## src/rtl/i2c_eep_pkg.sv

```systemverilog
package i2c_eep_pkg;
  typedef enum logic [2:0] {
    PH_IDLE,
    PH_RX,
    PH_ACK,
    PH_TX,
    PH_MACK
  } phase_e;

  typedef enum logic [1:0] {
    BK_ADDR,
    BK_CMD,
    BK_WADDR,
    BK_DATA
  } byte_kind_e;
endpackage

```

## src/rtl/i2c_line_sync.sv

```systemverilog
module i2c_line_sync (
  input  logic clk_i,
  input  logic rst_ni,
  input  logic scl_i,
  input  logic sda_i,
  output logic sda_s_o,
  output logic scl_rise_o,
  output logic scl_fall_o,
  output logic start_o,
  output logic stop_o
);
  localparam int SYNC_N = 2;

  logic [SYNC_N-1:0] scl_ff, sda_ff;
  logic scl_q, sda_q;
  logic scl_s, sda_s;

  always_ff @(posedge clk_i or negedge rst_ni) begin
    if (!rst_ni) begin
      scl_ff <= '1;
      sda_ff <= '1;
      scl_q  <= 1'b1;
      sda_q  <= 1'b1;
    end else begin
      scl_ff <= {scl_ff[SYNC_N-2:0], scl_i};
      sda_ff <= {sda_ff[SYNC_N-2:0], sda_i};
      scl_q  <= scl_s;
      sda_q  <= sda_s;
    end
  end

  assign scl_s      = scl_ff[SYNC_N-1];
  assign sda_s      = sda_ff[SYNC_N-1];
  assign sda_s_o    = sda_s;
  assign scl_rise_o = scl_s & ~scl_q;
  assign scl_fall_o = ~scl_s & scl_q;
  // SDA edges with SCL held high on both samples
  assign start_o    = scl_s & scl_q & sda_q & ~sda_s;
  assign stop_o     = scl_s & scl_q & ~sda_q & sda_s;
endmodule

```

## src/rtl/eep_page_buf.sv

```systemverilog
module eep_page_buf #(
  parameter int PAGE_W = 4,
  parameter int DATA_W = 8,
  localparam int PAGE_BYTES = 1 << PAGE_W
) (
  input  logic                                  clk_i,
  input  logic                                  rst_ni,
  input  logic                                  clr_i,
  input  logic                                  wr_en_i,
  input  logic [PAGE_W-1:0]                     wr_off_i,
  input  logic [DATA_W-1:0]                     wr_data_i,
  output logic [PAGE_BYTES-1:0][DATA_W-1:0]     data_o,
  output logic [PAGE_BYTES-1:0]                 mask_o
);
  for (genvar i = 0; i < PAGE_BYTES; i++) begin : g_slot
    always_ff @(posedge clk_i or negedge rst_ni) begin
      if (!rst_ni) begin
        data_o[i] <= '0;
        mask_o[i] <= 1'b0;
      end else if (clr_i) begin
        mask_o[i] <= 1'b0;
      end else if (wr_en_i && wr_off_i == PAGE_W'(i)) begin
        data_o[i] <= wr_data_i;
        mask_o[i] <= 1'b1;
      end
    end
  end

  AST_CLR_EMPTIES: assert property (@(posedge clk_i) disable iff (!rst_ni)
    clr_i |=> (mask_o == '0));
endmodule

```

## src/rtl/eep_array.sv

```systemverilog
module eep_array #(
  parameter int ADDR_W = 8,
  parameter int PAGE_W = 4,
  parameter int DATA_W = 8,
  localparam int DEPTH = 1 << ADDR_W,
  localparam int PAGE_BYTES = 1 << PAGE_W,
  localparam int PG_W = ADDR_W - PAGE_W
) (
  input  logic                              clk_i,
  input  logic                              rst_ni,
  input  logic                              commit_i,
  input  logic [PG_W-1:0]                   page_i,
  input  logic [PAGE_BYTES-1:0][DATA_W-1:0] buf_i,
  input  logic [PAGE_BYTES-1:0]             mask_i,
  input  logic [ADDR_W-1:0]                 rd_addr_i,
  output logic [DATA_W-1:0]                 rd_data_o
);
  logic [DATA_W-1:0] word_w [DEPTH];

  for (genvar a = 0; a < DEPTH; a++) begin : g_word
    localparam logic [PG_W-1:0]   PG  = PG_W'(a >> PAGE_W);
    localparam logic [PAGE_W-1:0] OFF = PAGE_W'(a % PAGE_BYTES);
    logic [DATA_W-1:0] word_q;

    // whole page lands in one cycle
    always_ff @(posedge clk_i or negedge rst_ni) begin
      if (!rst_ni) word_q <= '1;
      else if (commit_i && page_i == PG && mask_i[OFF]) word_q <= buf_i[OFF];
    end
    assign word_w[a] = word_q;
  end

  assign rd_data_o = word_w[rd_addr_i];
endmodule

```

## src/rtl/eep_busy_timer.sv

```systemverilog
module eep_busy_timer #(
  parameter int BUSY_CYCLES = 200000,
  localparam int CNT_W = $clog2(BUSY_CYCLES + 2)
) (
  input  logic clk_i,
  input  logic rst_ni,
  input  logic start_i,
  output logic busy_o
);
  logic [CNT_W-1:0] cnt_q;

  always_ff @(posedge clk_i or negedge rst_ni) begin
    if (!rst_ni) cnt_q <= '0;
    else if (start_i) cnt_q <= CNT_W'(BUSY_CYCLES);
    else if (cnt_q != '0) cnt_q <= cnt_q - 1'b1;
  end

  assign busy_o = (cnt_q != '0);

  AST_BUSY_ON_COMMIT: assert property (@(posedge clk_i) disable iff (!rst_ni)
    start_i |=> busy_o);
endmodule

```

## src/rtl/i2c_eep_target.sv

```systemverilog
module i2c_eep_target
  import i2c_eep_pkg::*;
#(
  parameter int          PAGE_W      = 4,
  parameter logic [7:0]  CMD_CODE    = 8'h20,
  parameter int          BUSY_CYCLES = 200000
) (
  input  logic       clk_i,
  input  logic       rst_ni,
  input  logic       scl_i,
  input  logic       sda_i,
  input  logic [6:0] dev_addr_i,
  output logic       sda_pull_o,
  output logic       busy_o
);
  localparam int ADDR_W     = 8;
  localparam int DATA_W     = 8;
  localparam int PAGE_BYTES = 1 << PAGE_W;
  localparam int BCNT_W     = $clog2(DATA_W + 1);

  logic sda_s, scl_rise, scl_fall, start_det, stop_det;

  i2c_line_sync u_sync (
    .clk_i      (clk_i),
    .rst_ni     (rst_ni),
    .scl_i      (scl_i),
    .sda_i      (sda_i),
    .sda_s_o    (sda_s),
    .scl_rise_o (scl_rise),
    .scl_fall_o (scl_fall),
    .start_o    (start_det),
    .stop_o     (stop_det)
  );

  phase_e              ph;
  byte_kind_e          kind, nxt_kind;
  logic [DATA_W-1:0]   sh;
  logic [BCNT_W-1:0]   bcnt;
  logic                pull, to_tx, mack_ok;
  logic [ADDR_W-1:0]   ptr;
  logic [DATA_W-1:0]   rd_data;
  logic                byte_done, tx_done, ack_now, go_tx, ptr_load, wr_fire, commit;
  logic [PAGE_BYTES-1:0][DATA_W-1:0] pg_data;
  logic [PAGE_BYTES-1:0]             pg_mask;

  assign byte_done = (ph == PH_RX) && scl_fall && (bcnt == BCNT_W'(DATA_W));
  assign tx_done   = (ph == PH_TX) && scl_fall && (bcnt == BCNT_W'(DATA_W));

  always_comb begin
    ack_now  = 1'b0;
    go_tx    = 1'b0;
    ptr_load = 1'b0;
    nxt_kind = kind;
    unique case (kind)
      BK_ADDR: if (sh[7:1] == dev_addr_i && !busy_o) begin
        ack_now = 1'b1;
        if (sh[0]) go_tx = 1'b1;
        else nxt_kind = BK_CMD;
      end
      BK_CMD: if (sh == CMD_CODE) begin
        ack_now  = 1'b1;
        nxt_kind = BK_WADDR;
      end
      BK_WADDR: begin
        ack_now  = 1'b1;
        ptr_load = 1'b1;
        nxt_kind = BK_DATA;
      end
      BK_DATA: ack_now = 1'b1;
      default: ;
    endcase
  end

  assign wr_fire = byte_done && (kind == BK_DATA);
  assign commit  = stop_det && (pg_mask != '0);

  always_ff @(posedge clk_i or negedge rst_ni) begin
    if (!rst_ni) begin
      ph      <= PH_IDLE;
      kind    <= BK_ADDR;
      sh      <= '0;
      bcnt    <= '0;
      pull    <= 1'b0;
      to_tx   <= 1'b0;
      mack_ok <= 1'b0;
      ptr     <= '0;
    end else if (start_det) begin
      ph   <= PH_RX;
      kind <= BK_ADDR;
      bcnt <= '0;
      pull <= 1'b0;
    end else if (stop_det) begin
      ph   <= PH_IDLE;
      pull <= 1'b0;
    end else begin
      unique case (ph)
        PH_RX: begin
          if (scl_rise) begin
            sh   <= {sh[DATA_W-2:0], sda_s};
            bcnt <= bcnt + 1'b1;
          end else if (byte_done) begin
            if (ack_now) begin
              pull  <= 1'b1;
              ph    <= PH_ACK;
              kind  <= nxt_kind;
              to_tx <= go_tx;
              if (ptr_load) ptr <= sh;
              if (wr_fire) ptr[PAGE_W-1:0] <= ptr[PAGE_W-1:0] + 1'b1;
            end else begin
              ph <= PH_IDLE;
            end
          end
        end
        PH_ACK: if (scl_fall) begin
          bcnt <= '0;
          if (to_tx) begin
            sh   <= rd_data;
            pull <= ~rd_data[DATA_W-1];
            ph   <= PH_TX;
          end else begin
            pull <= 1'b0;
            ph   <= PH_RX;
          end
        end
        PH_TX: begin
          if (scl_rise) begin
            bcnt <= bcnt + 1'b1;
          end else if (tx_done) begin
            pull <= 1'b0;
            ph   <= PH_MACK;
            ptr  <= ptr + 1'b1;
          end else if (scl_fall) begin
            pull <= ~sh[DATA_W-2];
            sh   <= {sh[DATA_W-2:0], 1'b0};
          end
        end
        PH_MACK: begin
          if (scl_rise) begin
            mack_ok <= ~sda_s;
          end else if (scl_fall) begin
            if (mack_ok) begin
              sh   <= rd_data;
              pull <= ~rd_data[DATA_W-1];
              bcnt <= '0;
              ph   <= PH_TX;
            end else begin
              ph <= PH_IDLE;
            end
          end
        end
        default: ;
      endcase
    end
  end

  assign sda_pull_o = pull;

  eep_page_buf #(.PAGE_W(PAGE_W), .DATA_W(DATA_W)) u_page (
    .clk_i     (clk_i),
    .rst_ni    (rst_ni),
    .clr_i     (start_det | stop_det),
    .wr_en_i   (wr_fire),
    .wr_off_i  (ptr[PAGE_W-1:0]),
    .wr_data_i (sh),
    .data_o    (pg_data),
    .mask_o    (pg_mask)
  );

  eep_array #(.ADDR_W(ADDR_W), .PAGE_W(PAGE_W), .DATA_W(DATA_W)) u_array (
    .clk_i     (clk_i),
    .rst_ni    (rst_ni),
    .commit_i  (commit),
    .page_i    (ptr[ADDR_W-1:PAGE_W]),
    .buf_i     (pg_data),
    .mask_i    (pg_mask),
    .rd_addr_i (ptr),
    .rd_data_o (rd_data)
  );

  eep_busy_timer #(.BUSY_CYCLES(BUSY_CYCLES)) u_busy (
    .clk_i   (clk_i),
    .rst_ni  (rst_ni),
    .start_i (commit),
    .busy_o  (busy_o)
  );

  AST_BUSY_SILENT: assert property (@(posedge clk_i) disable iff (!rst_ni)
    busy_o |-> !sda_pull_o);
  AST_IDLE_RELEASED: assert property (@(posedge clk_i) disable iff (!rst_ni)
    (ph == PH_IDLE) |-> !sda_pull_o);
  AST_PAGE_WRAP: assert property (@(posedge clk_i) disable iff (!rst_ni)
    wr_fire |=> (ptr[ADDR_W-1:PAGE_W] == $past(ptr[ADDR_W-1:PAGE_W]))
             && (ptr[PAGE_W-1:0] == PAGE_W'($past(ptr[PAGE_W-1:0]) + 1'b1)));
  AST_READ_INC: assert property (@(posedge clk_i) disable iff (!rst_ni)
    tx_done |=> (ptr == ADDR_W'($past(ptr) + 1'b1)));
endmodule

```

## config.mk

```make
export PLATFORM = sky130hd
export DESIGN_NAME = i2c_eep_target
export DESIGN_NICKNAME = d
export VERILOG_FILES = /design/src/rtl/i2c_eep_pkg.sv /design/src/rtl/i2c_line_sync.sv /design/src/rtl/eep_page_buf.sv /design/src/rtl/eep_array.sv /design/src/rtl/eep_busy_timer.sv /design/src/rtl/i2c_eep_target.sv
export SDC_FILE = /design/constraint.sdc
export NUM_CORES = 2
export LEC_CHECK = 0
export ABC_AREA = 1
export BUFFER_PORTS_ARGS = -buffer_cell sky130_fd_sc_hd__buf_2
export CORE_UTILIZATION = 40
export CTS_CLUSTER_DIAMETER = 80
export DETAILED_ROUTE_END_ITERATION = 6
export PLACE_DENSITY = 0.65
export SLEW_MARGIN = 15
export SYNTH_ARGS = -nofsm -noshare
export SYNTH_HDL_FRONTEND = slang
export SYNTH_SLANG_ARGS = --single-unit
```

## constraint.sdc

```tcl
create_clock -name clk_i -period 3.4 [get_ports clk_i]
set_clock_uncertainty 0.2 [all_clocks]
set_input_delay 0.68 -clock clk_i [delete_from_list [all_inputs] [get_ports clk_i]]
set_output_delay 0.68 -clock clk_i [all_outputs]
set_load 0.02 [all_outputs]
```

Word level (Yosys, flattened, before mapping)

Index checks and enable logic that the tools add are counted.

Bits in registers: 2,244
Bits in latches: 0
Memory bits (writable): 0
Bits in read-only memories: 0
Input bits: 11
Output and inout bits: 2
Word-level logic and storage cells: 861
Memories kept: 0

$add $sub $neg: 4
$mul: 0
Divide/modulo/power cells: 0
Order comparisons: 1
Equality and inequality tests: 75
Shift operators: 0
Muxes and demuxes: 107
Bitwise logic cells: 19
Reductions and logical operators: 353

Operator list:

| cell                                                | count |
|---|---|
| logical AND 1 bit                                   | 295 |
| 2-to-1 mux 8 bit                                    | 17 |
| == test 4 bit (second input constant)               | 17 |
| binary-select mux 8 bit (select 8 bit)              | 1 |
| 2-to-1 mux 1 bit                                    | 51 |
| nonzero test 2 bit                                  | 21 |
| 2-to-1 mux 18 bit                                   | 2 |
| != test 4 bit (second input constant)               | 9 |
| == test 4 x 3 -> 1 bit (second input constant)      | 8 |
| 2-to-1 mux 4 bit                                    | 8 |
| case mux 8 bit (4 select lines)                     | 1 |
| AND reduction 2 bit                                 | 16 |
| != test 2 bit (second input constant)               | 15 |
| 2-to-1 mux 3 bit                                    | 9 |
| AND reduction 9 bit                                 | 3 |
| 2-to-1 mux 2 bit                                    | 12 |
| != test 3 bit (second input constant)               | 7 |
| nonzero test 18 bit                                 | 1 |
| subtractor 18 x 1 -> 18 bit (second input constant) | 1 |
| == test 4 x 2 -> 1 bit (second input constant)      | 4 |
| case mux 8 bit (2 select lines)                     | 1 |
| nonzero test 16 bit                                 | 1 |
| case mux 3 bit (4 select lines)                     | 1 |
| case mux 4 bit (3 select lines)                     | 1 |
| other kinds (34)                                    | 57 |

Longest topological paths before layout

Depth in word-level cells: 11
Mapped depth: 21
Mapped depth without buffers: 18

Cells and area by module

Synthesis repeated with hierarchy kept, for this count alone.

Cells, all modules: 12,671
Area, all modules: 108,170.0 µm²

Modules (own cells, without submodules):

| module         | times used | cells each | area each (µm²) | sequential area each (µm²) |
|---|---|---|---|---|
| eep_array      | 1          | 11,549     | 98,989.9        | 53,811.6 |
| eep_page_buf   | 1          | 628        | 5,522.8         | 3,603.5 |
| i2c_eep_target | 1          | 320        | 2,301.0         | 700.7 |
| eep_busy_timer | 1          | 157        | 1,157.4         | 450.4 |
| i2c_line_sync  | 1          | 17         | 198.9           | 157.7 |

Worst setup path after synthesis

Ideal clock, no wire load.

Path kind: register to register
From: register u_sync.sda_ff[1]
To: register sh[7]
Setup time: 0.126 ns
Data arrival time: 2.062 ns
Required time: 3.074 ns
Path slack: 1.012 ns
Cell stages (with the launch flop): 12
Path buffers: 0
Clock period less this slack: 2.388 ns
Cell sequence: dfstp_2 inv_1 nand4_1 inv_1 nor2_1 inv_1 nor2_1 nand3_1 nor3_2 inv_1 a21oi_1 a21oi_1

Longest elaborated chain between the ends: 4
Elaborated cells between the ends (all ways): 6
Those cells by class: bitwise (5); reduce/logical (1)

RTL lines:

| item                             | line                  | text |
|---|---|---|
| from (decl)                      | i2c_line_sync.sv:14   | `logic [SYNC_N-1:0] scl_ff, sda_ff;` |
| from (signal assigned)           | i2c_line_sync.sv:26   | `sda_ff <= {sda_ff[SYNC_N-2:0], sda_i};` |
| NOT 1 bit                        | i2c_line_sync.sv:38   | `assign start_o = scl_s & scl_q & sda_q & ~sda_s;` |
| bitwise AND 1 bit                | i2c_line_sync.sv:38   |  |
| NOT 1 bit (no line)              | n/a                   |  |
| AND reduction 12 bit (no line) * | n/a                   |  |
| to (signal assigned)             | i2c_eep_target.sv:99  | `sh <= {sh[DATA_W-2:0], sda_s};` |
| to (signal assigned)             | i2c_eep_target.sv:117 | `sh <= rd_data;` |
| to (signal assigned)             | i2c_eep_target.sv:134 | `sh <= {sh[DATA_W-2:0], 1'b0};` |
| to (decl)                        | i2c_eep_target.sv:37  | `logic [DATA_W-1:0] sh;` |

Mark *: on every way between the ends. The rest lies on a longest branch, timed or not.
A chain may end at the register's enable or synchronous reset.

Final worst setup path

From: register ptr[0]
To: register sh[7]

Longest elaborated chain between the ends: 8
Elaborated cells between the ends (all ways): 10
Those cells by class: mux (9); bitwise (1)

RTL lines:

| item                                                   | line                  | text |
|---|---|---|
| from (decl)                                            | i2c_eep_target.sv:40  | `logic [ADDR_W-1:0] ptr;` |
| from (signal assigned)                                 | i2c_eep_target.sv:107 | `if (ptr_load) ptr <= sh;` |
| from (signal, indexed assignment)                      | i2c_eep_target.sv:108 | `if (wr_fire) ptr[PAGE_W-1:0] <= ptr[PAGE_W-1:0] + 1'b1;` |
| from (signal assigned)                                 | i2c_eep_target.sv:131 | `ptr <= ptr + 1'b1;` |
| NOT 8 -> 9 bit (not written as such) *                 | eep_array.sv:33       | `assign rd_data_o = word_w[rd_addr_i];` |
| binary-select mux 8 bit (select 8 bit) *               | eep_array.sv:33       |  |
| 2-to-1 mux 8 bit (not written as such) * (2 in series) | eep_array.sv:33       |  |
| 2-to-1 mux 8 bit                                       | i2c_eep_target.sv:141 | `if (mack_ok) begin` |
| 2-to-1 mux 8 bit                                       | i2c_eep_target.sv:140 | `end else if (scl_fall) begin` |
| 2-to-1 mux 8 bit                                       | i2c_eep_target.sv:138 | `if (scl_rise) begin` |
| case mux 8 bit (4 select lines) *                      | i2c_eep_target.sv:96  | `unique case (ph)` |
| to (signal assigned)                                   | i2c_eep_target.sv:99  |  |
| to (signal assigned)                                   | i2c_eep_target.sv:134 |  |
| to (signal assigned)                                   | i2c_eep_target.sv:142 | `sh <= rd_data;` |

Mark *: on every way between the ends. The rest lies on a longest branch, timed or not. The select of a mux whose other input is x is not followed.

==> metrics.cfg <==
[outcome]
status=finished, final reports clean

[global_route]
grt_pass1_wl_um=630600
grt_pass1_vias=87830
track_usage_pct=31.37
grt_overflow=0
antenna_found_initial=14
grt_max_degree=116

[drt]
dr.pass1.iters=6
vias=96180
avgRoutedWirePerCell_um=25.15
ant_nets=0
via_per_inst=5.485
drc=0
wl_um=441000
drt_iter0_markers=12850

[synthesis]
syn_nets=13790
synth-simple-area-share_pct=22.40
synth-xor-area-share_pct=0.1041
ys_types=38
ys.flop_type=dfstp_2
synth.avg_cell_area_um2=7.941
seq_area_frac_synth_pct=53.70
synth_compound_area_share_pct=15.55
synth_top_family_by_area=simple AND/OR/NAND/NOR gates
ys_ff_latch=2244
synthCells=13770
async_flop_share_pct=100.0
ys_warn_count=0
synth_mux_area_share_pct=0
netlist_area_mm2=0.1094
synth_enable_flop_cells=0
yosys.area_share.adder_pct=0.1373

[floorplan]
core_area_mm2=0.2712
rows=191
die_w_um=524.9
die_area_mm2=0.2755
io_pins=13
die_h_um=524.9
start_util_pct=40.32

[placed_design]
hpwl_um=307300
dp_cells=17070
portBuffers=12
gp_congestion=1.152

[final_layout]
n_fill_cell=26150
drive_above_1_share_pct=22.56
areaGrowthSynthToFinish_pct=14.30
fin_cells=17540
fin_nets=13770

[timing]
rsz0062_at_grt=true
slew_violations=0
hold_viol=0
min_period_ns=3.393
worst_pin_slew_ns=1.288
setup_viol=0
max_freq_mhz=294.7
maxSlewHeadroom_pct=14.04
post-route-period-util_pct=99.80
holdWs_ns=0.1552

[clocking]
cts_buffers=239
clockBufferDepth=4
clkLatencyLatePin_ns=0.96
cts_tree=yes
cts.sinks=2244
cts_max_level=4
clkSlewWorstSetupHoldPaths_ns=0.06
clock-root-buffer=clkbuf_16

[critical_path]
slowest_stage=dfrtp_4
crit_chain=buf_16 -> buf_12 -> buf_4 -> nand2_1 -> nand3_1 -> nand2_1 -> nand2_1 -> nand2_1 -> nor2_1 -> nor2_1 -> nor2_1 -> nand2_1 -> nand2_1 -> nand2_1 -> o21ai_1 -> buf_4 -> a21oi_1
crit_buf_inv=4
start_kind=flip-flop
path_max_fanout=30
reg2reg_slack_ns=0.007
max_stage_delay_ns=0.58
path_common_cell=nand2_1
cp_top_family=simple AND/OR/NAND/NOR gates
required_ns=3.98
reg2reg_from=ptr[0]
cp.arrival_ns=3.98
r2r_cells=17
end_kind=flip-flop
timing.rr.end=sh[7]
critical_path_class=reg -> reg

[power_and_ir_drop]
p_leak_nw=50.78
p_total_mw=83.92
power.density_mw_per_mm2=671.4
vdd_drop_max_uv=450.2

[run]
cap_violations=0

[hold_path]
min_path_type=reg -> reg
worstHoldPathCells=0
min_from=u_sync.scl_ff[0]
min_to=u_sync.scl_ff[1]

## routing by layer
layer | track usage (%) | up-vias | share of wire (%)
met5 | 0 | - | 0.0050
met4 | 18.74 | 4 | 6.9
met3 | 9.278 | 967 | 12
met2 | 43.49 | 5156 | 41
met1 | 42.96 | 46590 | 40
li1 | - | 43460 | -
## registers in the layout, summed over array words and instances, names as in the netlist, 2 cells and up
register and flops:
u_array.g_word.word_q 2048, sh 8, u_page.mask_o 16, bcnt 4
u_sync.sda_ff 2, ptr 8, u_page.data_o 128, u_busy.cnt_q 18
ph 3, kind 2, u_sync.scl_ff 2
## area by class of cell
cell class	count	area [µm²]	area share, %
timing repair buffer	593	6865	5.493
clock buffer	358	7000	5.601
tap	3570	4467	3.574
multi-input combinational	9322	41870	33.50
inverter	1345	5080	4.064
sequential	2244	58730	46.99
clock inverter	76	907.1	0.7257
antenna	28	70.07	0.05606
## cells in the mapped netlist (all sizes together), types with 69 or more instances
master	number	share of area (%)
a21oi	69	0.32
dfrtp	190	4.3
o21ai	2160	9.9
dfstp	2054	49
o21a	460	3.2
inv	1330	4.6
nand2	4779	16
nand3	425	2.0
buf	347	1.7
o211ai	309	2.1
nor2	1048	3.8
clkbuf	513	1.8
## cells by family (layout without fill, tap and decap cells)
family,count (synthesis),after routing
DFF,2244,2244
adders and majority gates,12,12
AOI/OAI and AO/OA,3009,3009
other,0,28
buffers and inverters,2205,2372
and+or+nand+nor,6288,6288
xor gates and xnor gates,13,13
## how the worst max path moves through the flow
stage                     startpoint                            to  slack, ns  cells past startpoint
detailed placement            ptr[0]                         sh[7]       0.04                     17
CTS                           ptr[1]                         sh[7]       0.05                     16
global placement    u_page.mask_o[9]  u_array.g_word[67].word_q[0]      -0.75                      8
global route                  ptr[0]                         sh[7]      -0.03                     15
finish                        ptr[0]                         sh[7]      0.007                     17
floorplan           u_sync.sda_ff[1]                         sh[7]       1.01                     11
## per-stage QoR
stage	TNS, ns	util [%]	cell area (µm²)	worst slack, ns
global route	-0.04669	46.06	124900	-0.03314
floorplan	0	-	109400	1.012
finish	0	46.08	125000	0.006914
global placement	-1078.54	43.06	116800	-0.7523
CTS	0	45.99	124800	0.04911
detailed placement	0	43.07	116800	0.03842
## placed cells by master, fill, tap and decap left out, drive strengths merged, types with 2 or more instances in the layout
cell type,synthesis,routed
a21oi,69,69
nand3,425,425
dfrtp,190,190
ha,12,12
o21ai,2160,2160
nor4,11,11
nor2,1048,1048
inv,1330,1333
nor3,13,13
o22ai,6,6
o21a,460,460
xor2,7,7
bufinv,0,15
o211ai,309,309
dfstp,2054,2054
nand2,4779,4779
clkbuf,513,360
xnor2,6,6
buf,347,588
diode,0,28
dlygate4sd3,0,3
clkinvlp,0,2
clkinv,15,71
nand4,10,10
## timing repair
item / CTS / global route
gates resized for setup: 1 / 27
hold buffers: 3 / 0
endpoints found under the hold margin: 105 / 0
setup buffers: 0 / 2
gates cloned: 0 / 2
setup endpoints to repair: 1 / 13
## power by group
| part | leakage, nW | internal, mW | switching [mW] |
|---|---|---|---|
| combinational | 23.1 | 7.81 | 21.8 |
| sequential | 23.7 | 27.1 | 0.422 |
| clock | 3.91 | 15.3 | 11.5 |
No activity file was read; power rests on OpenSTA's default activity.
